<file path="config.mk">
export PLATFORM = sky130hd
export DESIGN_NAME = rewind_fifo
export DESIGN_NICKNAME = d
export VERILOG_FILES = /design/src/rtl/rewind_fifo_pkg.sv /design/src/rtl/rewind_fifo_ctrl.sv /design/src/rtl/rewind_fifo_ptrs.sv /design/src/rtl/rewind_fifo_flags.sv /design/src/rtl/rewind_fifo_mem.sv /design/src/rtl/rewind_fifo.sv
export SDC_FILE = /design/constraint.sdc
export NUM_CORES = 2
export LEC_CHECK = 0
export BUFFER_PORTS_ARGS = -buffer_cell sky130_fd_sc_hd__buf_4
export CORE_MARGIN = 2
export CORE_UTILIZATION = 45
export CTS_BUF_LIST = sky130_fd_sc_hd__clkbuf_4 sky130_fd_sc_hd__clkbuf_8
export DETAILED_ROUTE_END_ITERATION = 10
export PLACE_DENSITY_LB_ADDON = 0.05
export SYNTH_ARGS = -nofsm -noshare
export SYNTH_HDL_FRONTEND = slang
export SYNTH_HIERARCHICAL = 1
export SYNTH_SLANG_ARGS = --single-unit
</file>
<file path="constraint.sdc">
create_clock -name clk_i -period 3.3 [get_ports clk_i]
set_input_delay 0.495 -clock clk_i [delete_from_list [all_inputs] [get_ports clk_i]]
set_output_delay 0.495 -clock clk_i [all_outputs]
set_load 0.1 [all_outputs]
</file>
<file path="src/rtl/rewind_fifo_pkg.sv">
package rewind_fifo_pkg;
  localparam int unsigned WORD_W = 9;

  typedef logic [WORD_W-1:0] word_t;

  typedef struct packed {
    logic wr;
    logic rd;
    logic rt;
  } fifo_op_t;
endpackage

</file>
<file path="src/rtl/rewind_fifo_ctrl.sv">
module rewind_fifo_ctrl
  import rewind_fifo_pkg::*;
(
  input  logic     wr_i,
  input  logic     rd_i,
  input  logic     rt_i,
  input  logic     single_i,
  input  logic     empty_i,
  input  logic     full_i,
  output fifo_op_t op_o,
  output logic     rt_err_o
);
  logic rt_req;

  assign rt_req   = rt_i & single_i;
  assign op_o.wr  = wr_i & ~full_i;
  assign op_o.rd  = rd_i & ~empty_i;
  // rewind only with both strobes idle
  assign op_o.rt  = rt_req & ~wr_i & ~rd_i;
  assign rt_err_o = rt_req & (wr_i | rd_i);
endmodule

</file>
<file path="src/rtl/rewind_fifo_ptrs.sv">
module rewind_fifo_ptrs
  import rewind_fifo_pkg::*;
#(
  parameter int unsigned DEPTH = 256,
  localparam int unsigned AW = $clog2(DEPTH),
  localparam int unsigned CW = AW + 1
) (
  input  logic          clk_i,
  input  logic          rst_ni,
  input  fifo_op_t      op_i,
  output logic [AW-1:0] wptr_o,
  output logic [AW-1:0] rptr_o,
  output logic [CW-1:0] wcount_o
);
  localparam logic [CW-1:0] CNT_MAX = CW'(DEPTH);

  always_ff @(posedge clk_i or negedge rst_ni) begin
    if (!rst_ni) begin
      wptr_o   <= '0;
      wcount_o <= '0;
    end else if (op_i.wr) begin
      wptr_o <= wptr_o + 1'b1;
      if (wcount_o != CNT_MAX) wcount_o <= wcount_o + 1'b1;
    end
  end

  always_ff @(posedge clk_i or negedge rst_ni) begin
    if (!rst_ni)       rptr_o <= '0;
    else if (op_i.rt)  rptr_o <= '0;
    else if (op_i.rd)  rptr_o <= rptr_o + 1'b1;
  end
endmodule

</file>
<file path="src/rtl/rewind_fifo_flags.sv">
module rewind_fifo_flags
  import rewind_fifo_pkg::*;
#(
  parameter int unsigned DEPTH = 256,
  localparam int unsigned AW = $clog2(DEPTH),
  localparam int unsigned CW = AW + 1
) (
  input  logic          clk_i,
  input  logic          rst_ni,
  input  fifo_op_t      op_i,
  input  logic          single_i,
  input  logic [CW-1:0] wcount_i,
  output logic          empty_o,
  output logic          full_o,
  output logic          half_o
);
  localparam logic [CW-1:0] CNT_MAX  = CW'(DEPTH);
  localparam logic [CW-1:0] CNT_HALF = CW'(DEPTH / 2);

  logic [CW-1:0] cnt_q;
  logic          half_q;

  always_ff @(posedge clk_i or negedge rst_ni) begin
    if (!rst_ni) begin
      cnt_q  <= '0;
      half_q <= 1'b0;
    end else if (op_i.rt) begin
      cnt_q  <= wcount_i;
      half_q <= wcount_i > CNT_HALF;
    end else if (op_i.wr && !op_i.rd) begin
      cnt_q <= cnt_q + 1'b1;
      if (cnt_q == CNT_HALF) half_q <= 1'b1;
    end else if (op_i.rd && !op_i.wr) begin
      cnt_q <= cnt_q - 1'b1;
      if (cnt_q == CNT_HALF + 1'b1) half_q <= 1'b0;
    end
  end

  assign empty_o = cnt_q == '0;
  assign full_o  = cnt_q == CNT_MAX;
  assign half_o  = half_q & single_i;
endmodule

</file>
<file path="src/rtl/rewind_fifo_mem.sv">
module rewind_fifo_mem
  import rewind_fifo_pkg::*;
#(
  parameter int unsigned DEPTH = 256,
  localparam int unsigned AW = $clog2(DEPTH)
) (
  input  logic          clk_i,
  input  logic          rst_ni,
  input  logic          we_i,
  input  logic [AW-1:0] waddr_i,
  input  word_t         wdata_i,
  input  logic          re_i,
  input  logic [AW-1:0] raddr_i,
  output word_t         rdata_o,
  output logic          rvalid_o
);
  word_t store [DEPTH];

  always_ff @(posedge clk_i) begin
    if (we_i) store[waddr_i] <= wdata_i;
  end

  always_ff @(posedge clk_i or negedge rst_ni) begin
    if (!rst_ni) begin
      rdata_o  <= '0;
      rvalid_o <= 1'b0;
    end else begin
      rvalid_o <= re_i;
      if (re_i) rdata_o <= store[raddr_i];
    end
  end
endmodule

</file>
<file path="src/rtl/rewind_fifo.sv">
module rewind_fifo
  import rewind_fifo_pkg::*;
#(
  parameter int unsigned DEPTH = 256
) (
  input  logic        clk_i,
  input  logic        rst_ni,
  input  logic        wr_i,
  input  logic [8:0]  wr_data_i,
  input  logic        rd_i,
  input  logic        rt_i,
  input  logic        single_i,
  output logic [8:0]  rd_data_o,
  output logic        rd_valid_o,
  output logic        empty_o,
  output logic        full_o,
  output logic        half_o,
  output logic        rt_err_o
);
  localparam int unsigned AW = $clog2(DEPTH);
  localparam int unsigned CW = AW + 1;

  fifo_op_t      op;
  logic [AW-1:0] wptr, rptr;
  logic [CW-1:0] wcount;

  rewind_fifo_ctrl i_ctrl (
    .wr_i     (wr_i),
    .rd_i     (rd_i),
    .rt_i     (rt_i),
    .single_i (single_i),
    .empty_i  (empty_o),
    .full_i   (full_o),
    .op_o     (op),
    .rt_err_o (rt_err_o)
  );

  rewind_fifo_ptrs #(.DEPTH(DEPTH)) i_ptrs (
    .clk_i    (clk_i),
    .rst_ni   (rst_ni),
    .op_i     (op),
    .wptr_o   (wptr),
    .rptr_o   (rptr),
    .wcount_o (wcount)
  );

  rewind_fifo_flags #(.DEPTH(DEPTH)) i_flags (
    .clk_i    (clk_i),
    .rst_ni   (rst_ni),
    .op_i     (op),
    .single_i (single_i),
    .wcount_i (wcount),
    .empty_o  (empty_o),
    .full_o   (full_o),
    .half_o   (half_o)
  );

  rewind_fifo_mem #(.DEPTH(DEPTH)) i_mem (
    .clk_i    (clk_i),
    .rst_ni   (rst_ni),
    .we_i     (op.wr),
    .waddr_i  (wptr),
    .wdata_i  (wr_data_i),
    .re_i     (op.rd),
    .raddr_i  (rptr),
    .rdata_o  (rd_data_o),
    .rvalid_o (rd_valid_o)
  );
endmodule

</file>
# ---- Word-level counts from Yosys, hierarchy flattened
# Memories as Yosys holds them, arrays and structs flattened. A register that Yosys moved wholly into a read port is not among the register bits.
# Index checks and enable logic that the tools add are counted.
dict set report totals {
  inputBits 15
  n_memories 1
  elab_cells 53
  register_bits 36
  ram_bits 2304
  out_inout_bits 14
}
# memory depth word_bits read_ports rd_clocked_by_memory_dff wr line_no
set mem_list {}
lappend mem_list {i_mem.store 256 9 1 1 1 rewind_fifo_mem.sv:17} ;# word_t store [DEPTH];
dict set report classes {
  n_lt_le_gt_ge 1
  n_eq_ne 5
  reduce_logical 11
  bitwise 12
  addsub 5
  mux 12
}
# cell n
set op_table {}
lappend op_table {{9-bit 2-to-1 mux} 3}
lappend op_table {{9-bit by 1-bit adder with 9-bit output, second input constant} 2}
lappend op_table {{9-bit by 8-bit == test with 1-bit output, second input constant} 2}
lappend op_table {{8-bit by 1-bit adder with 8-bit output, second input constant} 2}
lappend op_table {{8-bit 2-to-1 mux} 2}
lappend op_table {{9-bit == test, second input constant} 1}
lappend op_table {{9-bit by 8-bit > comparator with 1-bit output, second input constant} 1}
lappend op_table {{9-bit logical NOT} 1}
lappend op_table {{9-bit != test, second input constant} 1}
lappend op_table {{9-bit by 1-bit subtractor with 9-bit output, second input constant} 1}
lappend op_table {{1-bit AND} 7}
lappend op_table {{1-bit 2-to-1 mux} 7}
lappend op_table {{3-bit nonzero test} 2}
lappend op_table {{1-bit inverter} 4}
lappend op_table {{1-bit logical NOT} 3}
lappend op_table {{3-bit != test, second input constant} 1}
lappend op_table {{3-bit AND reduction} 1}
lappend op_table {{1-bit logical AND} 2}
lappend op_table {{2-bit AND reduction} 1}
lappend op_table {{2-bit nonzero test} 1}
lappend op_table {{1-bit bitwise OR} 1}

# ---- Logic depth before layout (Yosys ltp)
dict set report logic_depth {
  ltp_word 8
  depth_mapped 13
  mapped_depth_nobuf 11
}

# ---- Hierarchy
# The synthesis kept the hierarchy.
# module cells_each area_per_inst_um2 instances
set by_module_without_submodules {}
lappend by_module_without_submodules {rewind_fifo_mem 4247 89872.4 1}
lappend by_module_without_submodules {rewind_fifo_ptrs 105 1169.9 1}
lappend by_module_without_submodules {rewind_fifo_flags 107 974.7 1}
lappend by_module_without_submodules {rewind_fifo_ctrl 4 35.0 1}

# ---- Worst setup path before layout
# OpenSTA, ideal clock, no wires.
dict set report synth_path {
  path_type {flip-flop to flip-flop}
  start {register i_flags.cnt_q[3]}
  end {register i_flags.cnt_q[7]}
  period_less_slack_ns 6.433
  required_time_ns 3.172
  slack_ns -3.133
  stages_incl_launch_ff 13
  arrival_time_ns 6.305
  setup_time_ns 0.128
  path_cell_list {dfrtp_1 nor4_1 nand2_1 nor4b_1 nor2b_1 buf_2 nand2b_1 ha_1 a211oi_4 o21bai_2 a221oi_2 mux2i_1 a211oi_2}
}
# element line_no
set synth_rtl {}
lappend synth_rtl {{from (decl)} rewind_fifo_flags.sv:20} ;# logic [CW-1:0] cnt_q;
lappend synth_rtl {{from (signal assigned)} rewind_fifo_flags.sv:28} ;# cnt_q <= wcount_i;
lappend synth_rtl {{from (signal assigned)} rewind_fifo_flags.sv:31} ;# cnt_q <= cnt_q + 1'b1;
lappend synth_rtl {{from (signal assigned)} rewind_fifo_flags.sv:34} ;# cnt_q <= cnt_q - 1'b1;

==> reports/qor.txt <==
status - complete, no violations
via count - 48615
vias per cell - 6.00
Layout Cells excl Fill - 8100
Detail Placement HPWL - 179 mm
routed wire length - 277 mm
worst r2r src - i_ptrs/rptr_o[0]
most common flop cell mapped by yosys - edfxtp_1
Yosys top cell by area - edfxtp_1
unrepaired setup endpoints after global routing - true
WL per Instance - 34.2 µm
Lkg Pwr - 34.2 nW
number of global-route vias before repair - 48840
CTS Buf Count - 407
share of the synthesized area in the top cell type - 75.2%
post-layout net count - 5124
post-synthesis sequential area ratio - 76.4%
CTS HTree Levels - 5
r2r endpoint - i_mem/rdata_o[3]
max-cap viol count - 0
GR Overflow Total - 0
Hold Path Depth - 5
DR pass1 iterations - 6
Hold Vio Cnt, Final - 0
RePlAce Congestion - 0.880
internal power - 0.0577 W
# fillers - 16448
first-pass GRT wire length - 386 mm
Sw Pwr - 0.0275 W
row cnt - 166
initial core utilization - 45.1%
max_slew headroom - 12.1%
Syn Nets - 4490
port bufs - 28
period utilization - 99.9%
die width - 456 µm
worst path arrival time - 4240 ps
yosys warns - 6
largest net degree at the start of global routing - 116
Clk pwr share - 29.5%
final setup vio count - 0
Post-synth EDFFs - 2304
Total GRT Usage - 26.5%
core area - 204000 µm²
maximum fanout along the worst path - 22
slew at the pin with the worst max-slew slack - 1310 ps
most area-consuming cells after synthesis - edfxtp_1, mux4_2, mux2i_1
clk_lat worst skew - 1090 ps
Worst Hold Class - input port to flop
Final Skew - 89.3 ps
combinational fraction of design power - 30.6%
metal2 WL - 130 mm
Clock Root Buffer - clkbuf_8
synthesized instance count - 4463
required time of the critical path - 4250 ps
CTS max path bufs - 4
Slew Limit Fails - 0
ys async rst share - 1.92%
CP Capture Type - flop
Max Freq - 0.303 GHz
Crit path largest cell delay - 560 ps
Mapped Area - 92100 µm²
Reg clk slew, reported paths - 60 ps
min cycle time layout - 3300 ps
top layer in use - met5
Setup CP Type - flop to flop
Seq pwr share - 39.9%
PnR worst setup slack - 3.79 ps
Antenna Nets Post-Route - 0
Setup crit start kind - flop
Die Y-Extent - 456 µm
Area growth syn-to-layout - 15.6%
Yosys reg bits - 2349
critical path's slowest cell - a22oi_1
layout cells sized above 1 - 31.7%
die footprint - 208000 µm²
CTS sink cnt - 2349
metal1 wirelength - 119 mm
routed wl met3 - 19.1 mm
Starting DRT DRC Count - 5167
pwr/cell area - 801 nW/µm²
number of remaining DRC errors - 0
Distinct cells, synth - 93
Place WS - -460 ps
setup slack, reg-to-reg - 4 ps
WHS Endpoint - i_ptrs/wcount_o[0]
CTS tree - yes
start point of the worst min-delay path - wr_i
crit-path cells - buf_12 -> buf_12 -> buf_4 -> mux4_2 -> a22oi_1 -> a311oi_2 -> buf_4 -> a211o_1
Net Sw Frac - 32.2%
placed cells - 7346
Peak VDD IR - 510 µV
Top-Level Pins - 29
initial antenna violation count - 18
Mean Syn Cell Area - 20.6 µm²
R2R depth - 8
## synthesized netlist by cell type, types with 5 or more instances
cell type  count
nor4_1        11
xor2_1        12
o21ai_0       40
clkbuf_4       5
and2_1         6
nand2_1      114
a21oi_1       52
or3_1          7
nor2b_1       14
buf_12         8
mux2i_1      211
o211ai_1      10
o31ai_1        6
a221oi_1      20
ha_1          11
mux4_2       483
nand4_1       25
a22oi_1       63
nor2_1       322
a211oi_1      24
nand3_1       57
mux4_1        13
buf_2         46
buf_1          8
buf_6         53
a2111oi_0     13
nand2b_1       7
buf_4         15
nor3_1        52
xnor2_1       10
mux2_2         7
a22o_1        16
buf_8         14
clkbuf_1     112
a31oi_1       13
inv_1         12
o221ai_1      38
o22ai_1       79
edfxtp_1    2304
a211o_1        6
dfrtp_1       45
o21ai_1       10
## critical path: cells and delay by family (launching register included)
kind            cells  cell delay (ps)
flops               1              550
mux                 1              540
compound gates      3             1060
buf+inv             4              950
## how the worst max path moves through the flow
stage                                start  slack, ps               end  depth (start not counted)
after floorplan           i_flags/cnt_q[3]       -550  i_flags/cnt_q[7]                         11
after global placement    i_ptrs/rptr_o[1]       -830  i_mem/rdata_o[7]                          9
after detailed placement  i_ptrs/rptr_o[0]       -460  i_mem/rdata_o[8]                          9
after CTS                 i_ptrs/rptr_o[0]         -6  i_mem/rdata_o[6]                         11
after global routing      i_flags/cnt_q[6]        -50            full_o                          5
final                     i_ptrs/rptr_o[0]          4  i_mem/rdata_o[3]                          8
## state kept, by name (all words and copies together), names as in the netlist
signal           cells
i_flags/cnt_q        9
i_flags/half_q       1
i_mem/rdata_o        9
i_mem/rvalid_o       1
i_mem/store       2304
i_ptrs/rptr_o        8
i_ptrs/wcount_o      9
i_ptrs/wptr_o        8
## power groups by stage
| stage | Sequential (W) | Combinational, W | Clock [W] |
|---|---|---|---|
| 2_1_floorplan | 0.0346 | 0.0150 | 0 |
| 3_3_place_gp | 0.0346 | 0.0257 | 0 |
| 3_5_place_dp | 0.0346 | 0.0257 | 0 |
| 4_1_cts | 0.0340 | 0.0259 | 0.0257 |
| 5_1_grt | 0.0340 | 0.0272 | 0.0270 |
| 6_report | 0.0340 | 0.0261 | 0.0251 |
## repair_timing
action | in CTS | in global routing
pin swaps | 2 | 5
endpoints found under the setup margin | 6 | 61
hold buffers | 13 | 0
endpoints found under the hold margin | 552 | 0
gates resized for setup | 17 | 22
buffers inserted | 1 | 16
gates cloned | 0 | 0
## metal layers
layer,track usage (%),vias up
met3,5.27,436
met5,0,-
li1,-,19982
met4,8.48,10
met1,37.6,26319
met2,41.3,1868
## through the flow
step	cell area, µm²	hold slack [ps]	setup TNS, ps	utilization, %	power, W
after floorplan	92500	199	-6710	-	0.0496
after detailed placement	98300	512	-845	48.2	0.0603
after global routing	106000	72.8	-54.9	52.1	0.0881
after CTS	106000	8.47	-10.9	52.0	0.0856
after global placement	98300	517	-1870	48.2	0.0603
final	106000	126	0	52.2	0.0852
## layout by cell type, fill, tap and decap left out, types with 13 or more instances in the layout
cell and count:
a211oi_1 24, a21oi_1 48, a221oi_1 17, a22o_1 16
a22oi_1 59, a31oi_1 13, buf_12 69, buf_4 387
clkbuf_4 132, clkbuf_8 417, clkinv_1 124, clkinv_2 37
dfrtp_1 40, edfxtp_1 2304, mux2i_1 211, mux4_2 485
nand2_1 112, nand3_1 48, nand4_1 25, nor2_1 248
nor2_2 72, nor3_1 50, o21ai_0 39, o221ai_1 38
o22ai_1 79
## cells by family (layout without fill, tap and decap cells)
| kind of cell | Yosys count | count (layout) | synth area share [%] |
|---|---|---|---|
| other | 0 | 8 | 0 |
| buffers and inverters | 276 | 1217 | 2.03 |
| muxes | 715 | 715 | 14.6 |
| AOI/OAI and AO/OA | 440 | 440 | 3.44 |
| xor gates and xnor gates | 24 | 24 | 0.257 |
| DFF | 2349 | 2349 | 76.4 |
| and+or+nand+nor | 647 | 647 | 3.14 |
| adders and majority gates | 12 | 12 | 0.171 |
## layout make-up
type	instances	area [µm²]	area share, %
antenna	8	20.0	0.0188
multi-input combinational	1838	20400	19.1
inverter	14	56.3	0.0529
sequential	2349	70300	66.1
tap	2688	3360	3.16
clock buffer	549	6730	6.33
clock inverter	167	820	0.770
timing repair buffer	487	4690	4.41
Note: power is estimated with default switching activity, not from simulation.
